===== src/rtl/irq_dm_pkg.sv =====
package irq_dm_pkg;
  typedef enum logic [2:0] {
    SEL_NONE  = 3'd0,
    SEL_CTRL  = 3'd1,
    SEL_STAT  = 3'd2,
    SEL_RAISE = 3'd3,
    SEL_ACK   = 3'd4
  } reg_sel_e;
endpackage


===== src/rtl/irq_dm_regif.sv =====
module irq_dm_regif
  import irq_dm_pkg::*;
#(
  parameter int DATA_W = 32,
  parameter int ADDR_W = 8,
  parameter logic [ADDR_W-1:0] OFS_CTRL  = 8'h20,
  parameter logic [ADDR_W-1:0] OFS_STAT  = 8'h24,
  parameter logic [ADDR_W-1:0] OFS_RAISE = 8'h60,
  parameter logic [ADDR_W-1:0] OFS_ACK   = 8'h64,
  parameter int BUSY_BIT = 0,
  parameter int DONE_EN_BIT = 7
) (
  input  logic              clk,
  input  logic              rst,
  input  logic              wr_en,
  input  logic [ADDR_W-1:0] wr_addr,
  input  logic [DATA_W-1:0] wr_data,
  input  logic              rd_en,
  input  logic [ADDR_W-1:0] rd_addr,
  input  logic [DATA_W-1:0] status_q,
  input  logic              core_busy,
  output logic [DATA_W-1:0] rd_data,
  output logic              sw_raise_v,
  output logic              sw_ack_v,
  output logic              done_en
);

  function automatic reg_sel_e decode(input logic [ADDR_W-1:0] a);
    if (a == OFS_CTRL)       return SEL_CTRL;
    else if (a == OFS_STAT)  return SEL_STAT;
    else if (a == OFS_RAISE) return SEL_RAISE;
    else if (a == OFS_ACK)   return SEL_ACK;
    else                     return SEL_NONE;
  endfunction

  reg_sel_e wsel, rsel;
  logic [DATA_W-1:0] ctrl_word;
  logic [DATA_W-1:0] rd_mux;

  assign wsel = wr_en ? decode(wr_addr) : SEL_NONE;
  assign rsel = decode(rd_addr);

  assign sw_raise_v = (wsel == SEL_RAISE);
  assign sw_ack_v   = (wsel == SEL_ACK);

  // done-enable: the only writable control bit
  always_ff @(posedge clk) begin
    if (rst) done_en <= 1'b0;
    else if (wsel == SEL_CTRL) done_en <= wr_data[DONE_EN_BIT];
  end

  always_comb begin
    ctrl_word = '0;
    ctrl_word[DONE_EN_BIT] = done_en;
    ctrl_word[BUSY_BIT]    = core_busy;
  end

  always_comb begin
    unique case (rsel)
      SEL_CTRL: rd_mux = ctrl_word;
      SEL_STAT: rd_mux = status_q;
      default:  rd_mux = '0;
    endcase
  end

  always_ff @(posedge clk) begin
    if (rst) rd_data <= '0;
    else if (rd_en) rd_data <= rd_mux;
  end

  // control write with bit clear leaves enable clear next cycle
  assert_ctrl_wr_R10: assert property (@(posedge clk) disable iff (rst)
    (wsel == SEL_CTRL && !wr_data[DONE_EN_BIT]) |=> !done_en);

  // an unmapped read yields zero
  assert_unmapped_zero_R13: assert property (@(posedge clk) disable iff (rst)
    (rd_en && rsel == SEL_NONE) |=> (rd_data == '0));

endmodule


===== src/rtl/irq_dm_status.sv =====
module irq_dm_status #(
  parameter int DATA_W = 32
) (
  input  logic              clk,
  input  logic              rst,
  input  logic              raise_v,
  input  logic [DATA_W-1:0] raise_val,
  input  logic              ack_v,
  input  logic [DATA_W-1:0] ack_val,
  output logic [DATA_W-1:0] status_q,
  output logic [DATA_W-1:0] status_nxt
);

  // per-bit accumulator: clear first, then OR in the raise
  for (genvar g = 0; g < DATA_W; g++) begin : g_bit
    logic keep, set;
    assign keep = status_q[g] & ~(ack_v & ack_val[g]);
    assign set  = raise_v & raise_val[g];
    assign status_nxt[g] = keep | set;
    always_ff @(posedge clk) begin
      if (rst) status_q[g] <= 1'b0;
      else     status_q[g] <= status_nxt[g];
    end
  end

  assert_raise_sets_R1: assert property (@(posedge clk) disable iff (rst)
    (raise_v && !ack_v) |=> ((status_q & $past(raise_val)) == $past(raise_val)));

  assert_ack_clears_R2: assert property (@(posedge clk) disable iff (rst)
    (ack_v && !raise_v) |=> ((status_q & $past(ack_val)) == '0));

  assert_raise_wins_R3: assert property (@(posedge clk) disable iff (rst)
    (ack_v && raise_v) |=> ((status_q & $past(raise_val)) == $past(raise_val)));

  assert_idle_hold_R2: assert property (@(posedge clk) disable iff (rst)
    (!ack_v && !raise_v) |=> $stable(status_q));

endmodule


===== src/rtl/irq_dm_signal.sv =====
module irq_dm_signal #(
  parameter int DATA_W = 32
) (
  input  logic              clk,
  input  logic              rst,
  input  logic              msi_en,
  input  logic              raise_evt,
  input  logic              ack_evt,
  input  logic [DATA_W-1:0] status_nxt,
  input  logic [DATA_W-1:0] status_q,
  output logic              irq_level,
  output logic              msi_req
);

  logic pending_nxt;
  logic level_set, level_clr;

  assign pending_nxt = |status_nxt;
  assign level_set   = !msi_en && raise_evt && pending_nxt;
  assign level_clr   = !msi_en && ack_evt && !pending_nxt;

  always_ff @(posedge clk) begin
    if (rst) begin
      irq_level <= 1'b0;
      msi_req   <= 1'b0;
    end else begin
      msi_req <= msi_en && raise_evt && pending_nxt;
      if (level_set)      irq_level <= 1'b1;
      else if (level_clr) irq_level <= 1'b0;
    end
  end

  assert_legacy_raise_R4: assert property (@(posedge clk) disable iff (rst)
    (!msi_en && raise_evt && pending_nxt) |=> (irq_level && !msi_req));

  assert_msg_pulse_R5: assert property (@(posedge clk) disable iff (rst)
    (msi_en && raise_evt && pending_nxt) |=> msi_req);

  assert_msg_mode_only_R5: assert property (@(posedge clk) disable iff (rst)
    msi_req |-> $past(msi_en));

  assert_line_drop_R6: assert property (@(posedge clk) disable iff (rst)
    $fell(irq_level) |-> ($past(!msi_en) && status_q == '0));

  assert_msg_line_hold_R7: assert property (@(posedge clk) disable iff (rst)
    msi_en |=> $stable(irq_level));

endmodule


===== src/rtl/irq_dualmode_ctrl.sv =====
module irq_dualmode_ctrl #(
  parameter int DATA_W = 32,
  parameter int ADDR_W = 8,
  parameter logic [ADDR_W-1:0] OFS_CTRL  = 8'h20,
  parameter logic [ADDR_W-1:0] OFS_STAT  = 8'h24,
  parameter logic [ADDR_W-1:0] OFS_RAISE = 8'h60,
  parameter logic [ADDR_W-1:0] OFS_ACK   = 8'h64,
  parameter logic [DATA_W-1:0] DONE_CAUSE = 32'h1,
  parameter int BUSY_BIT = 0,
  parameter int DONE_EN_BIT = 7
) (
  input  logic              clk,
  input  logic              rst,
  input  logic              wr_en,
  input  logic [ADDR_W-1:0] wr_addr,
  input  logic [DATA_W-1:0] wr_data,
  input  logic              rd_en,
  input  logic [ADDR_W-1:0] rd_addr,
  output logic [DATA_W-1:0] rd_data,
  input  logic              core_raise,
  input  logic [DATA_W-1:0] core_cause,
  input  logic              core_done,
  input  logic              core_busy,
  input  logic              msi_en,
  output logic              irq_level,
  output logic              msi_req
);

  logic              sw_raise_v, sw_ack_v, done_en, done_v;
  logic              raise_evt;
  logic [DATA_W-1:0] raise_val, status_q, status_nxt;

  irq_dm_regif #(
    .DATA_W(DATA_W), .ADDR_W(ADDR_W),
    .OFS_CTRL(OFS_CTRL), .OFS_STAT(OFS_STAT),
    .OFS_RAISE(OFS_RAISE), .OFS_ACK(OFS_ACK),
    .BUSY_BIT(BUSY_BIT), .DONE_EN_BIT(DONE_EN_BIT)
  ) u_regif (
    .clk(clk), .rst(rst),
    .wr_en(wr_en), .wr_addr(wr_addr), .wr_data(wr_data),
    .rd_en(rd_en), .rd_addr(rd_addr),
    .status_q(status_q), .core_busy(core_busy),
    .rd_data(rd_data),
    .sw_raise_v(sw_raise_v), .sw_ack_v(sw_ack_v), .done_en(done_en)
  );

  // merge all raise sources into one event and one cause word
  assign done_v    = core_done && done_en;
  assign raise_evt = sw_raise_v || core_raise || done_v;
  assign raise_val = ({DATA_W{sw_raise_v}} & wr_data)
                   | ({DATA_W{core_raise}} & core_cause)
                   | ({DATA_W{done_v}}     & DONE_CAUSE);

  irq_dm_status #(.DATA_W(DATA_W)) u_status (
    .clk(clk), .rst(rst),
    .raise_v(raise_evt), .raise_val(raise_val),
    .ack_v(sw_ack_v), .ack_val(wr_data),
    .status_q(status_q), .status_nxt(status_nxt)
  );

  irq_dm_signal #(.DATA_W(DATA_W)) u_signal (
    .clk(clk), .rst(rst),
    .msi_en(msi_en), .raise_evt(raise_evt), .ack_evt(sw_ack_v),
    .status_nxt(status_nxt), .status_q(status_q),
    .irq_level(irq_level), .msi_req(msi_req)
  );

  // a done pulse with enable set leaves the done cause pending
  assert_done_raise_R11: assert property (@(posedge clk) disable iff (rst)
    (core_done && done_en && !sw_ack_v) |=> ((status_q & DONE_CAUSE) == DONE_CAUSE));

endmodule


===== config.mk =====
export PLATFORM = sky130hd
export DESIGN_NAME = irq_dualmode_ctrl
export DESIGN_NICKNAME = d
export VERILOG_FILES = /design/src/rtl/irq_dm_pkg.sv /design/src/rtl/irq_dm_regif.sv /design/src/rtl/irq_dm_status.sv /design/src/rtl/irq_dm_signal.sv /design/src/rtl/irq_dualmode_ctrl.sv
export SDC_FILE = /design/constraint.sdc
export NUM_CORES = 1
export LEC_CHECK = 0
export BUFFER_PORTS_ARGS = -buffer_cell sky130_fd_sc_hd__buf_2
export CORE_ASPECT_RATIO = 1.25
export CORE_MARGIN = 2
export CORE_UTILIZATION = 44
export DETAILED_ROUTE_END_ITERATION = 8
export GPL_ROUTABILITY_DRIVEN = 0
export PLACE_DENSITY = 0.79
export SLEW_MARGIN = 40
export SYNTH_ARGS = -nofsm -noshare
export SYNTH_HDL_FRONTEND = slang
export SYNTH_SLANG_ARGS = --single-unit

===== constraint.sdc =====
create_clock -name clk -period 1.8 [get_ports clk]
set_input_delay 0.18 -clock clk [delete_from_list [all_inputs] [get_ports clk]]
set_output_delay 0.18 -clock clk [all_outputs]
set_load 0.01 [all_outputs]

# After elaboration in Yosys (flattened, before gate mapping)
# Cells that the tools add are included.
[op_classes]
bitwise_logic = 164
muxes = 12
n_reduce_logical = 13
n_eq_ne = 13
[op_table]
columns = ["op", "count"]
rows = [
  ["$and A1 B1 Y1", 96],
  ["$and A32 B32 Y32", 2],
  ["$pmux W32 S2", 1],
  ["$eq A8 B6 Y1 const B", 4],
  ["$eq A8 B7 Y1 const B", 4],
  ["$not A1 Y1", 32],
  ["$or A1 B1 Y1", 32],
  ["$or A32 B1 Y32", 1],
  ["$or A32 B32 Y32", 1],
  ["$reduce_or A32 Y1", 1],
  ["$mux W3", 9],
  ["$logic_and A1 B1 Y1", 7],
  ["$eq A3 B1 Y1 const B", 2],
  ["$eq A3 B2 Y1 const B", 2],
  ["$eq A3 B3 Y1 const B", 1],
  ["$logic_not A1 Y1", 2],
  ["$logic_or A1 B1 Y1", 2],
  ["$mux W1", 2],
  ["$reduce_bool A2 Y1", 1],
]
[totals]
register_bits = 67

# Longest topological paths before layout
[depth]
word_depth = 17
mapped_depth = 10

# Modules after synthesis
# A second synthesis with hierarchy kept.
[hier_totals]
hier_cells = 323
area_unflattened_um2 = 3135.5
[modules_own_cells]
columns = ["mod", "instances", "cells_each", "area_per_inst_um2"]
rows = [
  ["irq_dm_status", 1, 169, 1445.1],
  ["irq_dm_regif", 1, 93, 1159.9],
  ["irq_dualmode_ctrl", 1, 42, 379.1],
  ["irq_dm_signal", 1, 19, 151.4],
]

# Worst setup path after synthesis
# No wires, ideal clock.
[synth_timing]
kind = "input port to flip-flop"
startpoint = "input port wr_addr[7]"
endpoint = "register u_signal.msi_req"
path_buffers = 2
path_slack_ns = -0.055
cell_stages = 8
required_time_ns = 1.667
setup_time_ns = 0.133
arrival_time_ns = 1.722
cell_sequence = "nor4_4 and2_1 buf_6 buf_8 a41o_1 nand4_1 nor4_2 a211oi_1"
[synth_via]
elab_chain_cells = 14
word_cells_on_any_way = 179
cone_classes = "eq/ne (6); mux (5); bitwise (163); reduce/logical (5)"
[synth_lines]
columns = ["element", "line", "text"]
rows = [
  ["from (decl)", "irq_dualmode_ctrl.sv:15", "input logic [ADDR_W-1:0] wr_addr,"],
  ["$eq A8 B7 Y1", "irq_dm_regif.sv:32", "else if (a == OFS_ACK) return SEL_ACK;"],
  ["$mux W3", "irq_dm_regif.sv:32", ""],
  ["$mux W3", "irq_dm_regif.sv:31", "else if (a == OFS_RAISE) return SEL_RAISE;"],
  ["$mux W3", "irq_dm_regif.sv:30", "else if (a == OFS_STAT) return SEL_STAT;"],
  ["$mux W3 *", "irq_dm_regif.sv:29", "if (a == OFS_CTRL) return SEL_CTRL;"],
  ["$mux W3 *", "irq_dm_regif.sv:40", "assign wsel = wr_en ? decode(wr_addr) : SEL_NONE;"],
  ["$eq A3 B2 Y1", "irq_dm_regif.sv:43", "assign sw_raise_v = (wsel == SEL_RAISE);"],
  ["$and A32 B32 Y32", "irq_dualmode_ctrl.sv:50", "assign raise_val = ({DATA_W{sw_raise_v}} & wr_data)"],
  ["$or A32 B32 Y32", "irq_dualmode_ctrl.sv:51", "| ({DATA_W{core_raise}} & core_cause)"],
  ["$or A32 B1 Y32", "irq_dualmode_ctrl.sv:52", "| ({DATA_W{done_v}} & DONE_CAUSE);"],
  ["$and A1 B1 Y1", "irq_dm_status.sv:18", "assign set = raise_v & raise_val[g];"],
  ["$or A1 B1 Y1", "irq_dm_status.sv:19", "assign status_nxt[g] = keep | set;"],
  ["$reduce_or A32 Y1", "irq_dm_signal.sv:18", "assign pending_nxt = |status_nxt;"],
  ["$logic_and A1 B1 Y1 *", "irq_dm_signal.sv:27", "msi_req <= msi_en && raise_evt && pending_nxt;"],
  ["to (signal assigned)", "irq_dm_signal.sv:27", ""],
  ["to (decl)", "irq_dm_signal.sv:12", "output logic msi_req"],
]
# Mark *: on every way between the ends. The rest lies on a longest branch, timed or not.
# A chain may end at the register's enable or synchronous reset.

# Worst setup path in the final report
[layout_timing]
startpoint = "input port wr_addr[0]"
endpoint = "register u_signal.irq_level"
[layout_via]
elab_chain_cells = 16
word_cells_on_any_way = 184
cone_classes = "eq/ne (6); mux (6); bitwise (163); reduce/logical (9)"
[layout_lines]
columns = ["element", "line", "text"]
rows = [
  ["$eq A8 B7 Y1", "irq_dm_regif.sv:32", ""],
  ["$mux W3", "irq_dm_regif.sv:32", ""],
  ["$mux W3", "irq_dm_regif.sv:31", ""],
  ["$mux W3", "irq_dm_regif.sv:30", ""],
  ["$mux W3 *", "irq_dm_regif.sv:29", ""],
  ["$mux W3 *", "irq_dm_regif.sv:40", ""],
  ["$eq A3 B2 Y1", "irq_dm_regif.sv:43", ""],
  ["$and A32 B32 Y32", "irq_dualmode_ctrl.sv:50", ""],
  ["$or A32 B32 Y32", "irq_dualmode_ctrl.sv:51", ""],
  ["$or A32 B1 Y32", "irq_dualmode_ctrl.sv:52", ""],
  ["$and A1 B1 Y1", "irq_dm_status.sv:18", ""],
  ["$or A1 B1 Y1", "irq_dm_status.sv:19", ""],
  ["$reduce_or A32 Y1", "irq_dm_signal.sv:18", ""],
  ["$logic_not A1 Y1", "irq_dm_signal.sv:20", "assign level_clr = !msi_en && ack_evt && !pending_nxt;"],
  ["$logic_and A1 B1 Y1", "irq_dm_signal.sv:20", ""],
  ["$reduce_bool A2 Y1 (no source line)", "--", ""],
  ["to (signal assigned)", "irq_dm_signal.sv:24", "irq_level <= 1'b0;"],
  ["to (signal assigned)", "irq_dm_signal.sv:28", "if (level_set) irq_level <= 1'b1;"],
  ["to (signal assigned)", "irq_dm_signal.sv:29", "else if (level_clr) irq_level <= 1'b0;"],
  ["to (decl)", "irq_dm_signal.sv:11", "output logic irq_level,"],
]
# Marked as above.

==> flow_summary.ini <==
[sta]
period_needed_ns = 1.666
fmax_mhz = 600.2
maxSlewViolCount = 0
clock_skew_ns = 0.008645
fin_ws_ns = 0.1340
setup-violations-final = 0
relSlewSlack = 0.7463
whs_ns = 0.09550
tightest_slew_ns = 0.3805
post-route-period-util = 0.9255
rsz0062_at_grt = false
hold_viol_final = 0

[power_and_ir_drop]
ir_worst_vdd_mv = 0.5841
powerDensity_nw_per_um2 = 780.4
leakage_nw = 2.070

[synth]
synth_top_area_frac = 0.4157
synth_async_sr_flop_share = 0
yosysSeqAreaShare = 0.4157
syn_area_sq_um = 3227
synth_top_cell_by_area = dfxtp_1
ys_top_cells_by_count = dfxtp_1, nor2_1, a21oi_1, nor2b_1, a31oi_1
post-synth-top-count-cell = dfxtp_1
synth_nets = 489
yosys.area_share.simple = 0.2501
ys_ff_latch = 67
synthMuxAreaShare = 0.01978
synth_xor_area_frac = 0
synth.avg_cell_area_sq_um = 8.047
synth-compound-area-share = 0.2404
synth_area_leaders = dfxtp_1, a21oi_1, nor2_1, nor2b_1, a31oi_1
ys.flop_type = dfxtp_1
synth_top_family_by_area = simple AND/OR/NAND/NOR gates
synthCells = 401
yosysUniqueCellTypes = 39
yosys_warnings = 0
synthAdderAreaFrac = 0
synth-edff-count = 0

[drt]
vias_per_cell = 5.600
drc = 0
drt_pass1_iterations = 5
drt-initial-drc-count = 258
routed_wl_mm = 9.903
avgRoutedWirePerCell_um = 15.47
via_count = 3584
drtAntennaViolNets = 0

[clock_tree]
cts_hold_buf = 0
post-cts-setup-buffers = 0
htree_num_levels = 3
clk_pin_slew_ns = 0.07
clock_path_buffers = 2
cts_tree = yes
cts_inserted_buffers = 9
clk_latency_ns = 0.35
numClockSinks = 67
clockRootBuffer = clkbuf_8

[global_routing]
grt_pass1_wl_mm = 15.39
gr-total-overflow = 0
grt_pass1_vias = 3433
grt_antenna_before_repair = 0
grt_usage = 0.2451
grt_max_degree = 35

[outcome]
outcome = complete, no violations

[place]
place_area_sq_um = 4111
io_buffers = 121
post-place-ws_ns = -0.3668
dpl.hpwl_mm = 7.235

[floorplan]
core_area_sq_um = 7019
die_h_um = 99.75
io_pins = 122
die_w_um = 80.60
num_rows = 34
initial_core_util = 0.4597
die_area_sq_um = 8039

[finish]
fin_nets = 632
n_fill_cell = 603
fin_util = 0.6193
syn2layout_area_growth_pct = 34.70
drive_gt1_frac = 0.3443
final_area_sq_um = 4347

[worst_hold_path]
worstHoldPathType = primary input to flop

[setup_path]
worstPathMaxFanout = 9
worst_ep_arrival_time_ns = 1.89
cp-start-kind = primary input
path_class = primary input to flop
cpMaxStageDelayCell = nor4_4
critPathCaptureType = flop
critPathMaxStageDelay_ns = 0.37
crit_path_cell_trace = buf_2 > nor4_4 > buf_4 > a31oi_1 > a311oi_1 > nand4_1 > nor4_1 > a21boi_1
required_ns = 2.03

[run]
cap_viol_max_count = 0
[timing repair]
action / 4_1_cts / 5_1_grt
pin swaps: 0 / 1
endpoints found under the setup margin: 2 / 2
hold endpoints to repair: 0 / 0
resized for setup: 2 / 3
[cell usage in the layout (no fill, tap or decap), types with 3 or more instances in the layout]
master,n
dfxtp_1,67
nand3_1,4
a311oi_2,3
mux2_2,3
nand4_1,6
a21oi_1,49
a311oi_1,10
and2_1,14
a21o_1,9
nor3_1,3
buf_4,40
nor4_1,5
nor2_1,60
a31oi_1,26
nor2b_1,32
a41o_1,9
nand2_1,25
clkbuf_8,12
inv_1,21
mux2i_1,3
buf_2,121
[worst paths after layout]
check                          end  depth (start not counted)                  start  slack (ns)
min reg2reg    u_regif.rd_data[14]                          2  u_status.status_q[14]        0.49
max             u_signal.irq_level                          8             wr_addr[0]        0.13
min          u_status.status_q[27]                          3         core_cause[27]         0.1
max reg2reg     u_signal.irq_level                          7  u_status.status_q[20]        0.14
[report_power, final]
group	internal [mW]	switching (mW)	total, mW
registers	1.54	0.0339	1.57
clock network	0.748	0.580	1.33
logic	0.237	0.258	0.495
[critical path: cells and delay by family]
| family | cells | cell delay, ns |
|---|---|---|
| compound gates | 3 | 0.55 |
| buf+inv | 2 | 0.34 |
| simple gates | 3 | 0.81 |
[cells by family (layout without fill, tap and decap cells)]
kind of cell | count (synthesis) | after routing
other cells | 0 | 1
flops | 67 | 67
compound gates | 118 | 118
mux | 6 | 6
simple gates | 159 | 159
buf+inv | 51 | 199
[layer usage]
layer	wire [um]	share of wire	vias to the layer above	track usage
met5	0	0	-	0
met4	372	0.038	0	0.1304
met3	826	0.083	36	0.04174
met2	4741	0.48	205	0.4135
met1	3963	0.40	1630	0.2944
li1	-	-	1713	-
[flip-flops by register name (all words and copies together) (netlist names)]
name                flops
u_regif.rd_data        32
u_status.status_q      32
u_regif.done_en         1
u_signal.irq_level      1
u_signal.msi_req        1
[per-stage QoR]
step	total power [mW]	cells	TNS, ns
floorplan	1.832	401	-0.07652
global route	3.501	639	0
global placement	2.064	623	-0.6691
detailed placement	2.080	623	-0.7319
finish	3.392	640	0
CTS	3.392	639	0
[area by class of cell]
class                           instances  area (sq um)  area share
Antenna cell                            1         2.502   0.0005757
Clock buffer                           12         165.2     0.03800
Clock inverter                          4         47.55     0.01094
Inverter                               21         78.83     0.01813
Multi-Input combinational cell        283          1673      0.3849
Sequential cell                        67          1341      0.3086
Tap cell                               90         112.6     0.02591
Timing Repair Buffer                  162         925.9      0.2130
(Power assumes the default switching activity.)
